===== src/rtl/bridge_pkg.sv =====
// bridge_pkg: shared source-selection type for the memory-window bridge.
package bridge_pkg;
    typedef enum logic [1:0] {
        SRC_NONE = 2'd0,
        SRC_MEM  = 2'd1,
        SRC_ID   = 2'd2,
        SRC_FILL = 2'd3
    } rd_src_e;
endpackage


===== src/rtl/bridge_window_decode.sv =====
// bridge_window_decode: classifies an address against the bank window.
// Assumes the bank field is the top BANK_W bits of the address. The ID
// slots are the 16 highest offsets of the window.
module bridge_window_decode #(
    parameter int unsigned ADDR_W   = 22,
    parameter int unsigned BANK_W   = 3,
    parameter logic [BANK_W-1:0] BANK_SEL = 3'b010,
    parameter int unsigned MEM_SIZE = 32'h40000
) (
    input  logic [ADDR_W-1:0] addr,
    output logic              in_bank,
    output logic              in_range,
    output logic              in_id
);
    localparam int unsigned OFF_W = ADDR_W - BANK_W;

    logic [OFF_W-1:0] offset;

    // Split the address into bank field and offset and compare each.
    always_comb begin
        offset   = addr[OFF_W-1:0];
        in_bank  = (addr[ADDR_W-1:OFF_W] == BANK_SEL);
        in_range = (32'(offset) < MEM_SIZE);
        in_id    = &offset[OFF_W-1:4];
    end
endmodule


===== src/rtl/bridge_id_rom.sv =====
// bridge_id_rom: 16-entry identification byte table unpacked from a
// parameter vector; entry k sits in bits [8k+7:8k].
module bridge_id_rom #(
    parameter logic [127:0] ID_BYTES = 128'h4F4E4D4C4B4A49484746454443424140
) (
    input  logic [3:0] idx,
    output logic [7:0] id_byte
);
    localparam int unsigned N_ID = 16;

    logic [7:0] table_q [N_ID];

    // Unpack each slot of the parameter vector.
    for (genvar k = 0; k < N_ID; k++) begin : g_slot
        assign table_q[k] = ID_BYTES[8*k +: 8];
    end

    // Select the slot addressed by the low address bits.
    always_comb id_byte = table_q[idx];
endmodule


===== src/rtl/bridge_req_gen.sv =====
// bridge_req_gen: turns start-of-cycle strobes into one-clock memory
// requests for in-bank, in-range accesses. Assumes the strobes are
// one-shot; a read takes priority if both arrive together.
module bridge_req_gen #(
    parameter int unsigned ADDR_W = 22,
    parameter int unsigned MEM_AW = 20
) (
    input  logic              clk,
    input  logic              rst_n,
    input  logic [ADDR_W-1:0] addr,
    input  logic              rd_pulse,
    input  logic              wr_pulse,
    input  logic              in_bank,
    input  logic              in_range,
    output logic              mem_rd_req,
    output logic              mem_wr_req,
    output logic [MEM_AW-1:0] mem_addr
);
    logic hit;

    // Only accesses inside the implemented memory may reach it.
    always_comb hit = in_bank && in_range;

    // Register the request flags and latch the address on each request.
    always_ff @(posedge clk) begin
        if (!rst_n) begin
            mem_rd_req <= 1'b0;
            mem_wr_req <= 1'b0;
            mem_addr   <= '0;
        end else begin
            mem_rd_req <= rd_pulse && hit;
            mem_wr_req <= wr_pulse && hit && !rd_pulse;
            if ((rd_pulse || wr_pulse) && hit) begin
                mem_addr <= addr[MEM_AW-1:0];
            end
        end
    end

    // the two request kinds never overlap.
    assert_req_exclusive_R4: assert property (@(posedge clk) disable iff (!rst_n)
        !(mem_rd_req && mem_wr_req));
endmodule


===== src/rtl/bridge_readback.sv =====
// bridge_readback: chooses the byte returned to the processor and drives
// the transceiver controls. Memory data waits for ready; gap reads are
// answered from the ID table or filler at once. Released on strobe fall.
module bridge_readback
    import bridge_pkg::*;
(
    input  logic       clk,
    input  logic       rst_n,
    input  logic       rd_level,
    input  logic       in_bank,
    input  logic       in_range,
    input  logic       in_id,
    input  logic [7:0] id_byte,
    input  logic [7:0] mem_rdata,
    input  logic       mem_rdy,
    output logic [7:0] cpu_rdata,
    output logic       cpu_rdata_en,
    output logic       xcvr_dir_out,
    output logic       xcvr_oe_n
);
    localparam logic [7:0] FILL_BYTE = 8'hFF;

    rd_src_e    src;
    logic [7:0] src_byte;

    // Decide which source, if any, answers this cycle.
    always_comb begin
        src = SRC_NONE;
        if (rd_level && in_bank) begin
            if (!in_range)    src = in_id ? SRC_ID : SRC_FILL;
            else if (mem_rdy) src = SRC_MEM;
        end
    end

    // Pick the byte belonging to the chosen source.
    always_comb begin
        case (src)
            SRC_MEM:  src_byte = mem_rdata;
            SRC_ID:   src_byte = id_byte;
            default:  src_byte = FILL_BYTE;
        endcase
    end

    // Latch data and drive or release the transceiver controls.
    always_ff @(posedge clk) begin
        if (!rst_n) begin
            cpu_rdata    <= '0;
            cpu_rdata_en <= 1'b0;
            xcvr_dir_out <= 1'b0;
            xcvr_oe_n    <= 1'b1;
        end else if (!rd_level) begin
            cpu_rdata_en <= 1'b0;
            xcvr_dir_out <= 1'b0;
            xcvr_oe_n    <= 1'b1;
        end else if (src != SRC_NONE) begin
            cpu_rdata    <= src_byte;
            cpu_rdata_en <= 1'b1;
            xcvr_dir_out <= 1'b1;
            xcvr_oe_n    <= 1'b0;
        end
    end

    // driven data always comes with an enabled, outward transceiver.
    assert_drive_consistent_R8: assert property (@(posedge clk) disable iff (!rst_n)
        cpu_rdata_en |-> (xcvr_dir_out && !xcvr_oe_n));

    // a sampled low read strobe releases everything next cycle.
    assert_release_R9: assert property (@(posedge clk) disable iff (!rst_n)
        !rd_level |=> (!cpu_rdata_en && !xcvr_dir_out && xcvr_oe_n));

    // data only starts being driven during an in-bank read.
    assert_drive_in_bank_R2: assert property (@(posedge clk) disable iff (!rst_n)
        $rose(cpu_rdata_en) |-> $past(rd_level && in_bank));
endmodule


===== src/rtl/mem_window_bridge.sv =====
// mem_window_bridge: top of the processor-to-graphics-memory window
// bridge. Assumes a registered address and externally generated strobes;
// memory arbitration lies outside.
module mem_window_bridge #(
    parameter int unsigned ADDR_W   = 22,
    parameter int unsigned BANK_W   = 3,
    parameter int unsigned MEM_AW   = 20,
    parameter logic [BANK_W-1:0] BANK_SEL = 3'b010,
    parameter int unsigned MEM_SIZE = 32'h40000,
    parameter logic [127:0] ID_BYTES = 128'h4F4E4D4C4B4A49484746454443424140
) (
    input  logic              clk,
    input  logic              rst_n,
    input  logic [ADDR_W-1:0] addr,
    input  logic              rd_level,
    input  logic              wr_level,
    input  logic              rd_pulse,
    input  logic              wr_pulse,
    input  logic [7:0]        mem_rdata,
    input  logic              mem_rdy,
    output logic              mem_rd_req,
    output logic              mem_wr_req,
    output logic [MEM_AW-1:0] mem_addr,
    output logic [7:0]        cpu_rdata,
    output logic              cpu_rdata_en,
    output logic              xcvr_dir_out,
    output logic              xcvr_oe_n
);
    localparam int unsigned OFF_W = ADDR_W - BANK_W;

    logic       in_bank, in_range, in_id;
    logic [7:0] id_byte;

    bridge_window_decode #(
        .ADDR_W(ADDR_W), .BANK_W(BANK_W), .BANK_SEL(BANK_SEL), .MEM_SIZE(MEM_SIZE)
    ) i_decode (
        .addr(addr), .in_bank(in_bank), .in_range(in_range), .in_id(in_id)
    );

    bridge_id_rom #(.ID_BYTES(ID_BYTES)) i_id_rom (
        .idx(addr[3:0]), .id_byte(id_byte)
    );

    bridge_req_gen #(.ADDR_W(ADDR_W), .MEM_AW(MEM_AW)) i_req (
        .clk(clk), .rst_n(rst_n), .addr(addr),
        .rd_pulse(rd_pulse), .wr_pulse(wr_pulse),
        .in_bank(in_bank), .in_range(in_range),
        .mem_rd_req(mem_rd_req), .mem_wr_req(mem_wr_req), .mem_addr(mem_addr)
    );

    bridge_readback i_readback (
        .clk(clk), .rst_n(rst_n), .rd_level(rd_level),
        .in_bank(in_bank), .in_range(in_range), .in_id(in_id),
        .id_byte(id_byte), .mem_rdata(mem_rdata), .mem_rdy(mem_rdy),
        .cpu_rdata(cpu_rdata), .cpu_rdata_en(cpu_rdata_en),
        .xcvr_dir_out(xcvr_dir_out), .xcvr_oe_n(xcvr_oe_n)
    );

    // a read request follows a read strobe at an in-window, in-memory address.
    assert_rd_req_cause_R3: assert property (@(posedge clk) disable iff (!rst_n)
        mem_rd_req |-> ($past(rd_pulse) && ($past(addr[ADDR_W-1:OFF_W]) == BANK_SEL)
                        && (32'($past(addr[OFF_W-1:0])) < MEM_SIZE)));

    // a write request follows a write strobe below the memory size.
    assert_wr_req_cause_R4: assert property (@(posedge clk) disable iff (!rst_n)
        mem_wr_req |-> ($past(wr_pulse) && ($past(addr[ADDR_W-1:OFF_W]) == BANK_SEL)
                        && (32'($past(addr[OFF_W-1:0])) < MEM_SIZE)));

    // the request address is the low address bits seen with the strobe.
    assert_req_addr_R3: assert property (@(posedge clk) disable iff (!rst_n)
        (mem_rd_req || mem_wr_req) |-> (mem_addr == $past(addr[MEM_AW-1:0])));

    // The level write strobe carries no decision here; it is observed only.
    assert_wr_level_quiet_R4: assert property (@(posedge clk) disable iff (!rst_n)
        (wr_level && !rd_level) |=> !cpu_rdata_en);
endmodule


===== config.mk =====
export PLATFORM = sky130hd
export DESIGN_NAME = mem_window_bridge
export DESIGN_NICKNAME = d
export VERILOG_FILES = /design/src/rtl/bridge_pkg.sv /design/src/rtl/bridge_window_decode.sv /design/src/rtl/bridge_id_rom.sv /design/src/rtl/bridge_req_gen.sv /design/src/rtl/bridge_readback.sv /design/src/rtl/mem_window_bridge.sv
export SDC_FILE = /design/constraint.sdc
export NUM_CORES = 1
export LEC_CHECK = 0
export BUFFER_PORTS_ARGS = -buffer_cell sky130_fd_sc_hd__buf_2
export CAP_MARGIN = 20
export CORE_MARGIN = 4
export CORE_UTILIZATION = 45
export DETAILED_ROUTE_END_ITERATION = 6
export GPL_ROUTABILITY_DRIVEN = 0
export PLACE_DENSITY = 0.79
export SYNTH_ARGS = -nofsm -noshare
export SYNTH_HDL_FRONTEND = slang
export SYNTH_SLANG_ARGS = --single-unit

===== constraint.sdc =====
create_clock -name clk -period 2.5 [get_ports clk]
set_input_delay 0.125 -clock clk [delete_from_list [all_inputs] [get_ports clk]]
set_output_delay 0.125 -clock clk [all_outputs]
set_load 0.01 [all_outputs]

==> metrics list <==
- Global routing used 16.8% of the available tracks.
* Footprint of the flip-flops and latches: 641 um^2
- TritonCTS clock tree: yes
* Post-route clock period utilization: 75.8%
* Mapped Nets: 187
* Number of buffers inserted by hold repair at cts: 0
* First drt pass iteration count: 4
* Standard cell with the maximum stage delay on the critical path: nor2b_1
- Yosys warning total: 0
- Via total after detailed routing: 1246
- Mean instance size in the synthesized netlist: 9.38 um^2
- Largest net degree at the start of global routing: 50
- In the final routed layout, each cell accounts on average for 13.3 um.
- Leading cell type in the layout, fill and taps excluded: buf_2
- Area of the multi-input gates: 659 um^2
- Antenna viol nets, final: 0
- Worst Path Arrival: 2.15 ns
- Flip-flop and latch count after synthesis: 32
- Count of H-tree levels built during CTS: 2
- The number of buffers and inverters on the critical path is 1.
- Worst min-delay path category: in2reg
* Setup repair after global routing missed its margin: false
- Final setup skew: 0 ns
- The biggest area contributor in the post-synthesis netlist is dfxtp_1.
- Share of cell area taken by muxes after synthesis: 13.1%
* Post-detailed-placement cell area: 0.00169 mm^2
- Max VDD drop: 358 uV
- Tmin final: 1.89 ns
- Final worst slack: 0.606 ns
- Class of the most critical setup path: in2reg
- Of the total synthesized cell area, the portion taken by full adders, half adders and majority gates is 2.72%.
- For the worst setup path, the data required time is 2.76 ns.
- The detailed router finished its first iteration with 57 violations.
- Cell at the root of the clock tree: clkbuf_4
- Count of different cell masters after synthesis: 30
* Placeable Area: 0.00285 mm^2
- Gate count of the mapped netlist: 147
* Fraction of final layout cells sized beyond drive strength 1: 36.2%
- CTS saw 32 sinks.
* Core occupancy in the finished layout: 61.2%
* Max clock buf depth: 2
- Critical path launch point type: input port
- Crit Path Max Fanout: 16
- The repair_antennas step left the layout with diodes totalling 0.
- Overall routed net length: 3.25 mm
- Launch instance of the worst register-to-register path: i_readback.cpu_rdata[5]
* Resized cells post-CTS: 0
- The area growth from synthesis to layout is 26.6%.
- Origin of the worst min-delay path: addr[15]
- Area share of the largest cell type after synthesis: 46.5%
- Row generation in the floorplan step produced 19 rows.
- Leading post-synthesis cells by cell area: dfxtp_1 46%, mux2i_1 13%, nand2_1 10%
- Area fraction in compound gates after synthesis: 12.0%
- X dimension of the die: 63.4 um
- Initial antenna violation count: 0
- Post-synthesis sequential area ratio: 46.5%
- 70 I/O pins were placed.
- Final Cell Area: 0.00175 mm^2
- Clock latency on the worst-skew pair, taken at its later pin, is 0.32 ns.
* Vias per std cell: 5.11
* Crit. Startpoint: addr[21]
* Number of buffers created by CTS: 5
- Maximum capacitance violations: 0
- The run finished with clean final reports.
- By area, the combinational part of the netlist is dominated by simple AND/OR/NAND/NOR gates.
- Traced cell by cell, the critical path runs through buf_2 -> nand4bb_1 -> or3_1 -> ha_1 -> nor2b_1 -> o21ai_0 -> a21oi_1.
- Standby leakage power: 0.832 nW
- Global routing finished with a remaining overflow of 0.
- Number of remaining DRC errors: 0
- After detailed placement, the design holds a cell count of 236.
- The finished layout holds 244 standard cells, fillers aside.
- Worst-case register-to-register setup slack: 1.80 ns
- Finish-stage setup viols: 0
- Tightest Pin Transition: 0.907 ns
- Measured against its own limit, the worst slew margin works out to 39.4%.
- The via count of the first global-routing pass is 1159.
* Xor/xnor cell area share of the yosys netlist: 0%
- Element type at the critical path end: flip-flop
- Cell area after synthesis: 0.00138 mm^2
* Die Y-Extent: 63.4 um
- Clock transition at path regs: 0.10 ns
* Wire length of the first global-routing pass: 5.32 mm
- Before CTS, the worst setup slack after placement is 0.264 ns.
* Hold Violations, Final: 0
- In the layout the commonest cells are 68 x buf_2, 37 x nand2_1, 32 x dfxtp_1.
* Number of inserted filler cells in the final layout: 284
- The kind of cell with the highest combined delay along the critical path is simple AND/OR/NAND/NOR gates.
- Max-slew violation total from the final report: 0
* Number of buffers inserted by post-CTS setup repair: 0
- Fmax achieved: 528 MHz
- In the final timing run, aggregate negative setup slack is 0 ns.
- Starting Density: 48.3%
* Area fraction in and, or, nand and nor cells after synthesis: 20.1%
* Fin nets: 252
- The floorplan step defined a die boundary enclosing 0.00401 mm^2.
* Critical Path Max Stage Delay: 0.71 ns
- In this run the tool buffered the top-level ports with 68 buffer cells.
- The wire-length estimate of the detail-placed layout is 2.45 mm.
- Dividing total power by cell area gives a power density of 532 mW/mm^2.
==> routing by layer <==
layer | vias to the layer above | GRT usage, % | share of wire, %
met5 | - | 0 | 0
met4 | 0 | 7.28 | 1.7
met3 | 8 | 5.51 | 7.2
met2 | 37 | 27.5 | 49
met1 | 562 | 19.9 | 42
li1 | 639 | - | -
==> cells in the mapped netlist (all sizes together) <==
library cell / n
nor2b: 1
nor3: 1
nor2: 2
a211oi: 1
nor4b: 1
dfxtp: 32
clkbuf: 4
and4b: 1
or3: 1
a21oi: 12
nand3: 2
nand4: 3
a21o: 1
o21ai: 8
nand2: 37
nor3b: 1
o21a: 1
ha: 3
and3: 1
nor4: 1
inv: 2
buf: 6
mux2i: 18
and3b: 2
nand4bb: 1
a221oi: 4
==> final timing paths <==
kind                                                end  cells past startpoint
worst max-delay path            i_readback.cpu_rdata[5]                      7
worst min-delay path                 i_req.mem_addr[15]                      3
worst max register to register  i_readback.cpu_rdata[5]                      2
worst min register to register  i_readback.xcvr_dir_out                      2
==> where the power goes <==
group          switching [W]  internal [W]  total (W)
clock               0.000167      0.000139   0.000306
combinational      0.0000544     0.0000446  0.0000990
sequential        0.00000459      0.000519   0.000524
total               0.000226      0.000703   0.000929
==> layout make-up <==
type | instances | share of cell area, %
Multi-Input combinational cell | 103 | 37.8
Sequential cell | 32 | 36.7
Timing Repair Buffer | 68 | 19.5
Clock buffer | 8 | 3.37
Tap cell | 31 | 2.22
Inverter | 2 | 0.430
==> logic make-up after synthesis <==
| logic type | after synthesis |
|---|---|
| compound gates | 27 |
| fa+ha+maj | 3 |
| buf+inv | 12 |
| flops | 32 |
| mux | 18 |
| simple gates | 55 |
==> stage by stage <==
| step | total power [W] | hold slack (ns) |
|---|---|---|
| 2_1_floorplan | 0.000586 | 0.266 |
| 3_3_place_gp | 0.000634 | 0.388 |
| 3_5_place_dp | 0.000635 | 0.390 |
| 4_1_cts | 0.000936 | 0.0364 |
| 5_1_grt | 0.000979 | 0.0445 |
| 6_report | 0.000929 | 0.0435 |
==> worst reg2reg max path, stage by stage (launching register included) <==
cell and delay [ns]:
dfxtp_1 0.33, o21ai_0 0.16, a21oi_1 0.06
==> state kept, by name, indices dropped and copies added (netlist names) <==
| name | cells |
|---|---|
| i_readback.xcvr_dir_out | 1 |
| i_readback.cpu_rdata | 8 |
| i_req.mem_wr_req | 1 |
| i_readback.xcvr_oe_n | 1 |
| i_req.mem_addr | 20 |
| i_req.mem_rd_req | 1 |
No activity file was read; power rests on OpenSTA's default activity.
